$ cat config.mk
export PLATFORM = sky130hd
export DESIGN_NAME = flash_seq
export DESIGN_NICKNAME = d
export VERILOG_FILES = /design/src/rtl/flash_seq_pkg.sv /design/src/rtl/flash_seq_step.sv /design/src/rtl/flash_seq_bus.sv /design/src/rtl/flash_seq.sv
export SDC_FILE = /design/constraint.sdc
export NUM_CORES = 1
export LEC_CHECK = 0
export ABC_AREA = 1
export CAP_MARGIN = 20
export CELL_PAD_IN_SITES_DETAIL_PLACEMENT = 1
export CELL_PAD_IN_SITES_GLOBAL_PLACEMENT = 2
export CORE_ASPECT_RATIO = 1.5
export CORE_UTILIZATION = 33
export CTS_BUF_LIST = sky130_fd_sc_hd__clkbuf_4 sky130_fd_sc_hd__clkbuf_8
export DETAILED_ROUTE_END_ITERATION = 8
export PLACE_DENSITY_LB_ADDON = 0.1
export SKIP_CTS_REPAIR_TIMING = 1
export SLEW_MARGIN = 20
export SYNTH_ARGS = -nofsm -noshare
export SYNTH_HDL_FRONTEND = slang
export SYNTH_SLANG_ARGS = --single-unit
$ cat constraint.sdc
create_clock -name clk -period 2.2 [get_ports clk]
set_input_delay 0.33 -clock clk [delete_from_list [all_inputs] [get_ports clk]]
set_output_delay 0.33 -clock clk [all_outputs]
set_load 0.05 [all_outputs]
$ cat src/rtl/flash_seq_pkg.sv
package flash_seq_pkg;

    typedef enum logic [1:0] {
        OP_PROG = 2'd0,
        OP_SECT = 2'd1,
        OP_CHIP = 2'd2,
        OP_RSVD = 2'd3
    } op_e;

    typedef enum logic [2:0] {
        SQ_IDLE, SQ_WR_GO, SQ_WR_WAIT, SQ_RD_GO, SQ_RD_WAIT, SQ_OK, SQ_FAIL
    } sq_state_e;

    typedef enum logic [2:0] {
        BC_IDLE, BC_SETUP, BC_WE_LOW, BC_WE_HIGH, BC_OE_WAIT, BC_OE_LOW, BC_RD_END
    } bc_state_e;

    localparam logic [15:0] ADR_KEY_A = 16'h5555;
    localparam logic [15:0] ADR_KEY_B = 16'h2AAA;
    localparam logic [7:0]  BYTE_K1    = 8'hAA;
    localparam logic [7:0]  BYTE_K2    = 8'h55;
    localparam logic [7:0]  BYTE_PROG  = 8'hA0;
    localparam logic [7:0]  BYTE_ERASE = 8'h80;
    localparam logic [7:0]  BYTE_CHIP  = 8'h10;
    localparam logic [7:0]  BYTE_SECT  = 8'h30;
    localparam int          STATUS_BIT = 7;

endpackage

$ cat src/rtl/flash_seq_step.sv
module flash_seq_step
    import flash_seq_pkg::*;
#(
    parameter int AW = 21,
    parameter int DW = 8
) (
    input  op_e           op,
    input  logic [2:0]    idx,
    input  logic [AW-1:0] tgt_addr,
    input  logic [DW-1:0] tgt_data,
    output logic [AW-1:0] st_addr,
    output logic [DW-1:0] st_data,
    output logic          st_last
);
    localparam logic [AW-1:0] A_KEY = AW'(ADR_KEY_A);
    localparam logic [AW-1:0] B_KEY = AW'(ADR_KEY_B);

    always_comb begin
        st_addr = A_KEY;
        st_data = DW'(BYTE_K1);
        case (idx)
            3'd0: begin st_addr = A_KEY; st_data = DW'(BYTE_K1); end
            3'd1: begin st_addr = B_KEY; st_data = DW'(BYTE_K2); end
            3'd2: begin
                st_addr = A_KEY;
                st_data = (op == OP_PROG) ? DW'(BYTE_PROG) : DW'(BYTE_ERASE);
            end
            3'd3: begin
                if (op == OP_PROG) begin
                    st_addr = tgt_addr;
                    st_data = tgt_data;
                end else begin
                    st_addr = A_KEY;
                    st_data = DW'(BYTE_K1);
                end
            end
            3'd4: begin st_addr = B_KEY; st_data = DW'(BYTE_K2); end
            default: begin
                if (op == OP_CHIP) begin
                    st_addr = A_KEY;
                    st_data = DW'(BYTE_CHIP);
                end else begin
                    st_addr = tgt_addr;
                    st_data = DW'(BYTE_SECT);
                end
            end
        endcase
    end

    assign st_last = (op == OP_PROG) ? (idx == 3'd3) : (idx == 3'd5);

endmodule

$ cat src/rtl/flash_seq_bus.sv
module flash_seq_bus
    import flash_seq_pkg::*;
#(
    parameter int AW    = 21,
    parameter int DW    = 8,
    parameter int T_WP  = 12,
    parameter int T_WPH = 5,
    parameter int T_WC  = 23,
    parameter int T_OEH = 3,
    parameter int T_RD  = 23
) (
    input  logic          clk,
    input  logic          rst_n,
    input  logic          go_wr,
    input  logic          go_rd,
    input  logic [AW-1:0] in_addr,
    input  logic [DW-1:0] in_data,
    output logic          fin,
    output logic [DW-1:0] rd_word,
    output logic [AW-1:0] fl_addr,
    output logic [DW-1:0] fl_dout,
    input  logic [DW-1:0] fl_din,
    output logic          fl_dq_oe,
    output logic          fl_ce_n,
    output logic          fl_oe_n,
    output logic          fl_we_n
);
    localparam int WP_C  = (T_WP  < 1) ? 1 : T_WP;
    localparam int OEH_C = (T_OEH < 1) ? 1 : T_OEH;
    localparam int RD_C  = (T_RD  < 1) ? 1 : T_RD;
    localparam int WHI_R = (T_WC - WP_C > T_WPH) ? (T_WC - WP_C) : T_WPH;
    localparam int WHI_C = (WHI_R < 1) ? 1 : WHI_R;
    localparam int M1    = (WP_C > WHI_C) ? WP_C : WHI_C;
    localparam int M2    = (OEH_C > RD_C) ? OEH_C : RD_C;
    localparam int CMAX  = (M1 > M2) ? M1 : M2;
    localparam int CW    = $clog2(CMAX + 1);

    bc_state_e     st_q, st_d;
    logic [CW-1:0] cnt_q, cnt_d;
    logic [AW-1:0] addr_q;
    logic [DW-1:0] data_q, rd_q;

    always_comb begin
        st_d  = st_q;
        cnt_d = cnt_q;
        unique case (st_q)
            BC_IDLE: begin
                if (go_wr) begin
                    st_d = BC_SETUP;
                end else if (go_rd) begin
                    st_d  = BC_OE_WAIT;
                    cnt_d = CW'(OEH_C - 1);
                end
            end
            BC_SETUP: begin
                st_d  = BC_WE_LOW;
                cnt_d = CW'(WP_C - 1);
            end
            BC_WE_LOW: begin
                if (cnt_q == '0) begin
                    st_d  = BC_WE_HIGH;
                    cnt_d = CW'(WHI_C - 1);
                end else begin
                    cnt_d = cnt_q - 1'b1;
                end
            end
            BC_WE_HIGH: begin
                if (cnt_q == '0) st_d = BC_IDLE;
                else             cnt_d = cnt_q - 1'b1;
            end
            BC_OE_WAIT: begin
                if (cnt_q == '0) begin
                    st_d  = BC_OE_LOW;
                    cnt_d = CW'(RD_C - 1);
                end else begin
                    cnt_d = cnt_q - 1'b1;
                end
            end
            BC_OE_LOW: begin
                if (cnt_q == '0) st_d = BC_RD_END;
                else             cnt_d = cnt_q - 1'b1;
            end
            BC_RD_END: st_d = BC_IDLE;
            default:   st_d = BC_IDLE;
        endcase
    end

    always_ff @(posedge clk or negedge rst_n) begin
        if (!rst_n) begin
            st_q   <= BC_IDLE;
            cnt_q  <= '0;
            addr_q <= '0;
            data_q <= '0;
            rd_q   <= '0;
        end else begin
            st_q  <= st_d;
            cnt_q <= cnt_d;
            if (st_q == BC_IDLE && (go_wr || go_rd)) begin
                addr_q <= in_addr;
                data_q <= in_data;
            end
            if (st_q == BC_OE_LOW) rd_q <= fl_din;
        end
    end

    always_comb begin
        fin      = ((st_q == BC_WE_HIGH) && (cnt_q == '0)) || (st_q == BC_RD_END);
        fl_we_n  = (st_q != BC_WE_LOW);
        fl_oe_n  = (st_q != BC_OE_LOW);
        fl_ce_n  = (st_q == BC_IDLE);
        fl_dq_oe = (st_q == BC_SETUP) || (st_q == BC_WE_LOW) || (st_q == BC_WE_HIGH);
        fl_addr  = addr_q;
        fl_dout  = data_q;
        rd_word  = rd_q;
    end

endmodule

$ cat src/rtl/flash_seq.sv
module flash_seq
    import flash_seq_pkg::*;
#(
    parameter int AW         = 21,
    parameter int DW         = 8,
    parameter int T_WP       = 12,
    parameter int T_WPH      = 5,
    parameter int T_WC       = 23,
    parameter int T_OEH      = 3,
    parameter int T_RD       = 23,
    parameter int POLL_LIMIT = 4096
) (
    input  logic          clk,
    input  logic          rst_n,
    input  logic          req_valid,
    output logic          req_ready,
    input  logic [1:0]    req_cmd,
    input  logic [AW-1:0] req_addr,
    input  logic [DW-1:0] req_data,
    output logic          busy,
    output logic          done,
    output logic          err,
    output logic [AW-1:0] fl_addr,
    output logic [DW-1:0] fl_dout,
    input  logic [DW-1:0] fl_din,
    output logic          fl_dq_oe,
    output logic          fl_ce_n,
    output logic          fl_oe_n,
    output logic          fl_we_n
);
    localparam int PW = $clog2(POLL_LIMIT + 1);

    sq_state_e     state_q, state_d;
    op_e           op_q;
    logic [AW-1:0] addr_q;
    logic [DW-1:0] data_q;
    logic [2:0]    step_q;
    logic [PW-1:0] poll_q;

    logic [AW-1:0] st_addr, bus_addr;
    logic [DW-1:0] st_data, rd_word;
    logic          st_last, fin, go_wr, go_rd, exp_bit, hit, spent;

    flash_seq_step #(.AW(AW), .DW(DW)) u_step (
        .op(op_q), .idx(step_q), .tgt_addr(addr_q), .tgt_data(data_q),
        .st_addr(st_addr), .st_data(st_data), .st_last(st_last)
    );

    flash_seq_bus #(
        .AW(AW), .DW(DW), .T_WP(T_WP), .T_WPH(T_WPH), .T_WC(T_WC),
        .T_OEH(T_OEH), .T_RD(T_RD)
    ) u_bus (
        .clk(clk), .rst_n(rst_n), .go_wr(go_wr), .go_rd(go_rd),
        .in_addr(bus_addr), .in_data(st_data), .fin(fin), .rd_word(rd_word),
        .fl_addr(fl_addr), .fl_dout(fl_dout), .fl_din(fl_din),
        .fl_dq_oe(fl_dq_oe), .fl_ce_n(fl_ce_n), .fl_oe_n(fl_oe_n), .fl_we_n(fl_we_n)
    );

    assign exp_bit = (op_q == OP_PROG) ? data_q[STATUS_BIT] : 1'b1;
    assign hit     = (rd_word[STATUS_BIT] == exp_bit);
    assign spent   = (poll_q == PW'(POLL_LIMIT - 1));

    always_comb begin
        state_d = state_q;
        unique case (state_q)
            SQ_IDLE:    if (req_valid) state_d = (op_e'(req_cmd) == OP_RSVD) ? SQ_FAIL : SQ_WR_GO;
            SQ_WR_GO:   state_d = SQ_WR_WAIT;
            SQ_WR_WAIT: if (fin) state_d = st_last ? SQ_RD_GO : SQ_WR_GO;
            SQ_RD_GO:   state_d = SQ_RD_WAIT;
            SQ_RD_WAIT: if (fin) state_d = hit ? SQ_OK : (spent ? SQ_FAIL : SQ_RD_GO);
            SQ_OK:      state_d = SQ_IDLE;
            SQ_FAIL:    state_d = SQ_IDLE;
            default:    state_d = SQ_IDLE;
        endcase
    end

    always_ff @(posedge clk or negedge rst_n) begin
        if (!rst_n) state_q <= SQ_IDLE;
        else        state_q <= state_d;
    end

    always_ff @(posedge clk or negedge rst_n) begin
        if (!rst_n) begin
            op_q   <= OP_PROG;
            addr_q <= '0;
            data_q <= '0;
            step_q <= '0;
            poll_q <= '0;
        end else begin
            if (state_q == SQ_IDLE && req_valid) begin
                op_q   <= op_e'(req_cmd);
                addr_q <= req_addr;
                data_q <= req_data;
                step_q <= '0;
                poll_q <= '0;
            end
            if (state_q == SQ_WR_WAIT && fin && !st_last) step_q <= step_q + 3'd1;
            if (state_q == SQ_RD_WAIT && fin) poll_q <= poll_q + 1'b1;
        end
    end

    always_comb begin
        req_ready = (state_q == SQ_IDLE);
        busy      = !(state_q == SQ_IDLE || state_q == SQ_OK || state_q == SQ_FAIL);
        done      = (state_q == SQ_OK);
        err       = (state_q == SQ_FAIL);
        go_wr     = (state_q == SQ_WR_GO);
        go_rd     = (state_q == SQ_RD_GO);
        bus_addr  = go_rd ? addr_q : st_addr;
    end

endmodule

==> results of run 1 <==
## power by group
part	switching, uW	total, uW	leakage (uW)	internal [uW]
combinational	3060	4850	0.00167	1790
sequential	518	2800	0.00110	2280
clock	714	1280	0.000111	564
total	4300	8920	0.00288	4630
## final timing paths
check / endpoint / slack, ns / cells past startpoint
setup / recovery: busy / 0.21 / 4
min in group clk: u_bus.fl_dout[1] / 0.49 / 1
hold / removal: addr_q[0] / 0.41 / 2
hold reg to reg: u_bus.fl_dout[1] / 0.49 / 1
setup reg to reg: u_bus.fl_addr[3] / 0.35 / 9
max in group asynchronous: u_bus.fl_addr[15] / 1.03 / 3
## cell usage in the layout (no fill, tap or decap), types with 2 or more instances in the layout
| master | synthesis | layout |
|---|---|---|
| nor2_1 | 46 | 46 |
| buf_4 | 3 | 11 |
| inv_2 | 13 | 13 |
| nand2_2 | 8 | 8 |
| o21ai_1 | 10 | 10 |
| nand3_1 | 52 | 52 |
| inv_1 | 37 | 37 |
| ha_1 | 7 | 7 |
| a21oi_1 | 18 | 18 |
| nand3_2 | 2 | 2 |
| nand2_4 | 7 | 7 |
| nor3_2 | 0 | 3 |
| nor2_2 | 3 | 3 |
| nand4_1 | 7 | 7 |
| nand2_1 | 144 | 144 |
| xor2_1 | 4 | 4 |
| o21ai_0 | 36 | 36 |
| nor2_8 | 2 | 2 |
| buf_12 | 0 | 6 |
| dfrtp_1 | 88 | 88 |
| mux2_1 | 4 | 4 |
| mux2_4 | 20 | 20 |
| clkbuf_8 | 0 | 9 |
| nor3_1 | 6 | 3 |
| nor2_4 | 3 | 3 |
| clkdlybuf4s50_1 | 0 | 62 |
| a21o_1 | 4 | 4 |
| a21oi_2 | 5 | 5 |
| inv_8 | 0 | 2 |
| inv_6 | 0 | 3 |
## state kept, by name, summed over array words and instances (netlist names)
register / flops
data_q: 8
state_q: 3
u_bus.rd_word: 1
u_bus.fl_dout: 8
addr_q: 21
u_bus.cnt_q: 5
op_q: 2
poll_q: 13
u_bus.st_q: 3
u_bus.fl_addr: 21
step_q: 3
## area by class of cell
class,count,area [sq um]
Tap cell,192,240
Inverter,51,191
Sequential cell,88,2200
Clock buffer,9,124
Clock inverter,7,95.1
Fill cell,1662,8080
Timing Repair Buffer,80,833
Multi-Input combinational cell,395,2230
## stage by stage
step                      hold WS (ns)  cell area [sq um]  utilization, %
after detailed placement         0.288               5690            40.7
final                            0.405               5920            42.3
after global placement           0.281               5690            40.7
after floorplan                 0.0344               4740               -
after global routing             0.426               5920            42.3
after CTS                       -0.139               5910            42.2
## logic make-up (layout without fill, tap and decap cells)
| family | after synthesis | in the layout | synth area share (%) |
|---|---|---|---|
| AOI/OAI and AO/OA | 77 | 77 | 9.15 |
| and+or+nand+nor | 281 | 281 | 27.4 |
| DFF | 88 | 88 | 46.6 |
| buffers and inverters | 68 | 147 | 6.59 |
| muxes | 25 | 25 | 7.54 |
| xor gates and xnor gates | 5 | 5 | 0.926 |
| adders and majority gates | 7 | 7 | 1.85 |
## layer usage
| metal | global-route usage [%] | part of all wire, % | vias to the layer above |
|---|---|---|---|
| met3 | 3.01 | 2.5 | 11 |
| met2 | 33.0 | 53 | 50 |
| met1 | 21.8 | 43 | 1922 |
| met5 | 0 | 0 | - |
| met4 | 6.03 | 1.5 | 0 |
| li1 | - | - | 1932 |
==> results.ini, run 1 <==
[run_status]
status = completed

[pwr]
power_density_mw_per_mm2 = 1510
power_uw = 8920
irDropWorstVdd_mv = 0.615
p_leak_uw = 0.00288

[synthesis]
synth_commonest_cells = 144 x nand2_1, 88 x dfrtp_1, 52 x nand3_1, 46 x nor2_1, 37 x inv_1
yosysSeqAreaShare_pct = 46.6
synthArstFlopShare_pct = 100
synth_ff_type = dfrtp_1
synth_area_sq_mm = 0.00473
synth_most_common_cell = nand2_1
synth_edf_count = 0
avgSynthCellArea_sq_um = 8.58
synth_seq_cells = 88
synth_nets = 600
synth_warnings = 0
yosysTopAreaCellShare_pct = 46.6
synth_area_leaders = dfrtp_1 47%, nand2_1 11%, mux2_4 6.3%
yosys.area.top_type = dfrtp_1
synth_cell_types = 36
syn_inst = 551

[clock_tree]
path_clk_slew_ns = 0.11
htreeDepth = 3
cts_inserted_buffers = 9
clock_latency_ns = 0.38
cts_max_path_buffers = 2
cts.sinks = 88
cts_tree = done
clock_tree.root_cell = clkbuf_8

[worst_setup_path]
cp_num_buf_inv = 2
rr_startpoint = step_q[0]
crit_fanout = 4
critPathKind = reg2out
worstPathCellList = inv_1 -> nor3_2 -> nor3_2 -> buf_12
crit_required_ns = 1.87
cpMostUsedCell = nor3_2
cp-end-kind = output port
slowest_stage = dfrtp_1
cp-startpoint = state_q[2]
crit_path_start_kind = flip-flop
cp.arrival_ns = 1.66
slowest_delay_ns = 0.54
path_delay_family = flip-flops

[timing]
timing.final.crit_share_pct = 90.5
final_hold_viol_count = 0
period_needed_ns = 1.99
finalSetupViolCount = 0
fin_ws_ns = 0.210
rsz0062_at_grt = false
max_freq_mhz = 503
fin_skew_ns = 0.0168
fin_setup_tns_ns = 0
slew_viol_final = 0
tightestPinTransition_ns = 0.538
max_slew_margin_pct = 64.0

[route]
vias = 3915
viasPerCell = 4.76
firstDrtPassIters = 4
wl_per_cell_um = 15.1
drt_iter0_drc = 79
antenna_left = 0
drc_errors = 0
wirelength_um = 12400

[finish]
layout-drive-gt1-share_pct = 16.2
diodes = 0
final_cell_count_no_fill = 822
syn2layout_area_growth_pct = 25.1
final_nets = 674

[placement]
dpl.hpwl_um = 9120
dp_slack_ns = 0.343
port_buffers = 71
numPlacedInstances = 805
gp_congestion = 0.778

[floorplan]
top_level_ports = 79
die_area_sq_mm = 0.0148
dieWidth_um = 99.7
core_sq_mm = 0.0140
core.rowCount = 53
start_util_pct = 33.8
fp.dieH_um = 149

[grt]
grt_overflow = 0
grt_max_degree = 39
grt_pass1_wl_um = 21200
antenna_found_initial = 0
grtUsageTotal_pct = 18.3
grt_pass1_vias = 4244

[worst_hold_path]
hold_path.class = in2async

[run]
maxCapViolations = 0

No activity file was read; power rests on OpenSTA's default activity.
==> run 2: changes to the inputs <==
==> constraint.sdc (replaced) <==
create_clock -name clk -period 2.2 [get_ports clk]
set_input_delay 0.44 -clock clk [delete_from_list [all_inputs] [get_ports clk]]
set_output_delay 0.44 -clock clk [all_outputs]
set_load 0.05 [all_outputs]
==> results.ini, run 2 (synthesized netlist as in run 1, its figures left out) <==
[run_status]
status = completed  ; unchanged

[timing]
max_freq_mhz = 496  ; was 503 MHz
fin_skew_ns = 0.00987  ; was 0.0168 ns
slew_viol_final = 0  ; unchanged
final_hold_viol_count = 0  ; unchanged
timing.final.crit_share_pct = 91.6  ; was 90.5%
hold_slack_ns = 0.486  ; was 0.405 ns
max_slew_margin_pct = 63.6  ; was 64.0%
tightestPinTransition_ns = 0.544  ; was 0.538 ns
period_needed_ns = 2.02  ; was 1.99 ns
fin_setup_tns_ns = 0  ; unchanged
finalSetupViolCount = 0  ; unchanged
rsz0062_at_grt = false  ; unchanged

[clock_tree]
clock_tree.root_cell = clkbuf_8  ; unchanged
cts_max_path_buffers = 2  ; unchanged
cts.sinks = 88  ; unchanged
clock_latency_ns = 0.38  ; about the same
htreeDepth = 3  ; unchanged
cts_inserted_buffers = 9  ; unchanged
path_clk_slew_ns = 0.09  ; was 0.11 ns
cts_tree = done  ; unchanged

[worst_setup_path]
cp-end-kind = output port  ; unchanged
rr_startpoint = step_q[0]  ; unchanged
crit_required_ns = 1.76  ; was 1.87 ns
worstPathCellList = clkdlybuf4s50_1  ; was inv_1 -> nor3_2 -> nor3_2 -> buf_12
crit_fanout = 2  ; was 4
r2r_slack_ns = 0.35  ; about the same
slowest_delay_ns = 0.84  ; was 0.54 ns
crit_path_start_kind = flip-flop  ; unchanged
cp_num_buf_inv = 1  ; was 2
slowest_stage = clkdlybuf4s50_1  ; was dfrtp_1
path_delay_family = buffers and inverters  ; was flip-flops
critPathKind = reg2out  ; unchanged
cp-startpoint = u_bus.fl_dout[4]  ; was state_q[2]
cp.arrival_ns = 1.58  ; was 1.66 ns

[finish]
final_core_util_pct = 42.1  ; was 42.3%
final_cell_count_no_fill = 821  ; was 822
layout-drive-gt1-share_pct = 16.2  ; about the same
final_cell_mix = 144 x nand2_1, 87 x dfrtp_1, 62 x clkdlybuf4s50_1  ; was 144 x nand2_1, 88 x dfrtp_1, 62 x clkdlybuf4s50_1
layout_commonest_cell = nand2_1  ; unchanged
diodes = 0  ; unchanged
final_nets = 673  ; was 674
syn2layout_area_growth_pct = 24.6  ; was 25.1%

[floorplan]
dieWidth_um = 99.7  ; unchanged
top_level_ports = 79  ; unchanged
core.rowCount = 53  ; unchanged
core_sq_mm = 0.0140  ; unchanged
start_util_pct = 33.8  ; unchanged
die_area_sq_mm = 0.0148  ; unchanged
fp.dieH_um = 149  ; unchanged

[placement]
port_buffers = 71  ; unchanged
dpl.hpwl_um = 9400  ; was 9120 um
gp_congestion = 0.757  ; was 0.778
numPlacedInstances = 804  ; was 805

[pwr]
p_leak_uw = 0.00287  ; was 0.00288 uW
pwr-share-clk_pct = 12.7  ; was 14.3%
p_switching_uw = 4240  ; was 4300 uW
p_int_uw = 4530  ; was 4630 uW
sw_frac_of_total_pct = 48.3  ; was 48.1%
p_comb_share_pct = 55.5  ; was 54.4%
power_frac_seq_pct = 31.8  ; was 31.3%
power_density_mw_per_mm2 = 1490  ; was 1510 mW/mm^2
irDropWorstVdd_mv = 0.648  ; was 0.615 mV

[grt]
grt_pass1_wl_um = 21100  ; was 21200 um
grtUsageTotal_pct = 18.3  ; about the same
antenna_found_initial = 0  ; unchanged
grt_max_degree = 33  ; was 39
grt_pass1_vias = 4245  ; was 4244
grt_overflow = 0  ; unchanged

[route]
drc_errors = 0  ; unchanged
viasPerCell = 4.78  ; was 4.76
antenna_left = 0  ; unchanged
drt_iter0_drc = 91  ; was 79
wirelength_um = 12500  ; was 12400 um
firstDrtPassIters = 4  ; unchanged
vias = 3927  ; was 3915
wl_per_cell_um = 15.2  ; was 15.1 um

[run]
maxCapViolations = 0  ; unchanged

[worst_hold_path]
worstHoldStart = u_bus.fl_addr[4]
hold_path.class = reg2reg  ; was in2async

-- run 2: cell types whose count changed in the layout (fill, tap and decap cells not counted), sizes merged --
cell | previous run | this run
bufinv | 1 | 0
clkbuf | 9 | 10
buf | 17 | 16
inv | 55 | 53
clkinv | 2 | 4
-- run 2: worst reg2reg max path, stage by stage (launching register included) --
cell     delay, ns
dfrtp_1       0.44
ha_1          0.22
ha_1          0.21
inv_1         0.11
nand3_2       0.14
nor2_8        0.20
nand2_4       0.08
nand2_4       0.17
nand2_1       0.09
a21oi_1       0.14
-- run 2: layout make-up --
| cell class | count | area, sq um |
|---|---|---|
| Fill cell | 1662 | 8100 |
| Multi-Input combinational cell | 395 | 2230 |
| Sequential cell | 88 | 2200 |
| Timing Repair Buffer | 79 | 838 |
| Tap cell | 192 | 240 |
| Inverter | 51 | 191 |
| Clock buffer | 10 | 138 |
| Clock inverter | 6 | 51.3 |
-- run 2: routing by layer --
metal | track usage [%] | share of wire [%]
met1 | 21.2 | 42
met4 | 5.88 | 1.5
met5 | 0 | 0
met3 | 3.15 | 2.9
met2 | 33.7 | 54
-- run 2: worst paths after layout --
| check | end | cells after the start |
|---|---|---|
| worst max-delay path | fl_dout[4] | 1 |
| worst min-delay path | u_bus.fl_addr[4] | 2 |
| worst max register to register | u_bus.fl_addr[3] | 9 |
| worst min register to register | u_bus.fl_addr[4] | 2 |
| max in group asynchronous | addr_q[11] | 3 |
| min in group asynchronous | addr_q[0] | 2 |
-- run 2: through the flow --
stage               instance area (sq um)  power, uW  setup slack (ns)
detailed placement                   5690       7770             0.327
CTS                                  5880       8940            0.0490
global placement                     5690       7640             0.379
global route                         5890       9440             0.103
floorplan                            4740       6260            0.0241
finish                               5890       8780             0.184
-- run 2: power groups by stage --
stage | clock (uW) | combinational, uW | sequential (uW)
after global placement | 0 | 4840 | 2800
after detailed placement | 0 | 4940 | 2830
after CTS | 1170 | 4960 | 2800
after floorplan | 0 | 2720 | 3530
after global routing | 1230 | 5330 | 2880
final | 1120 | 4870 | 2790
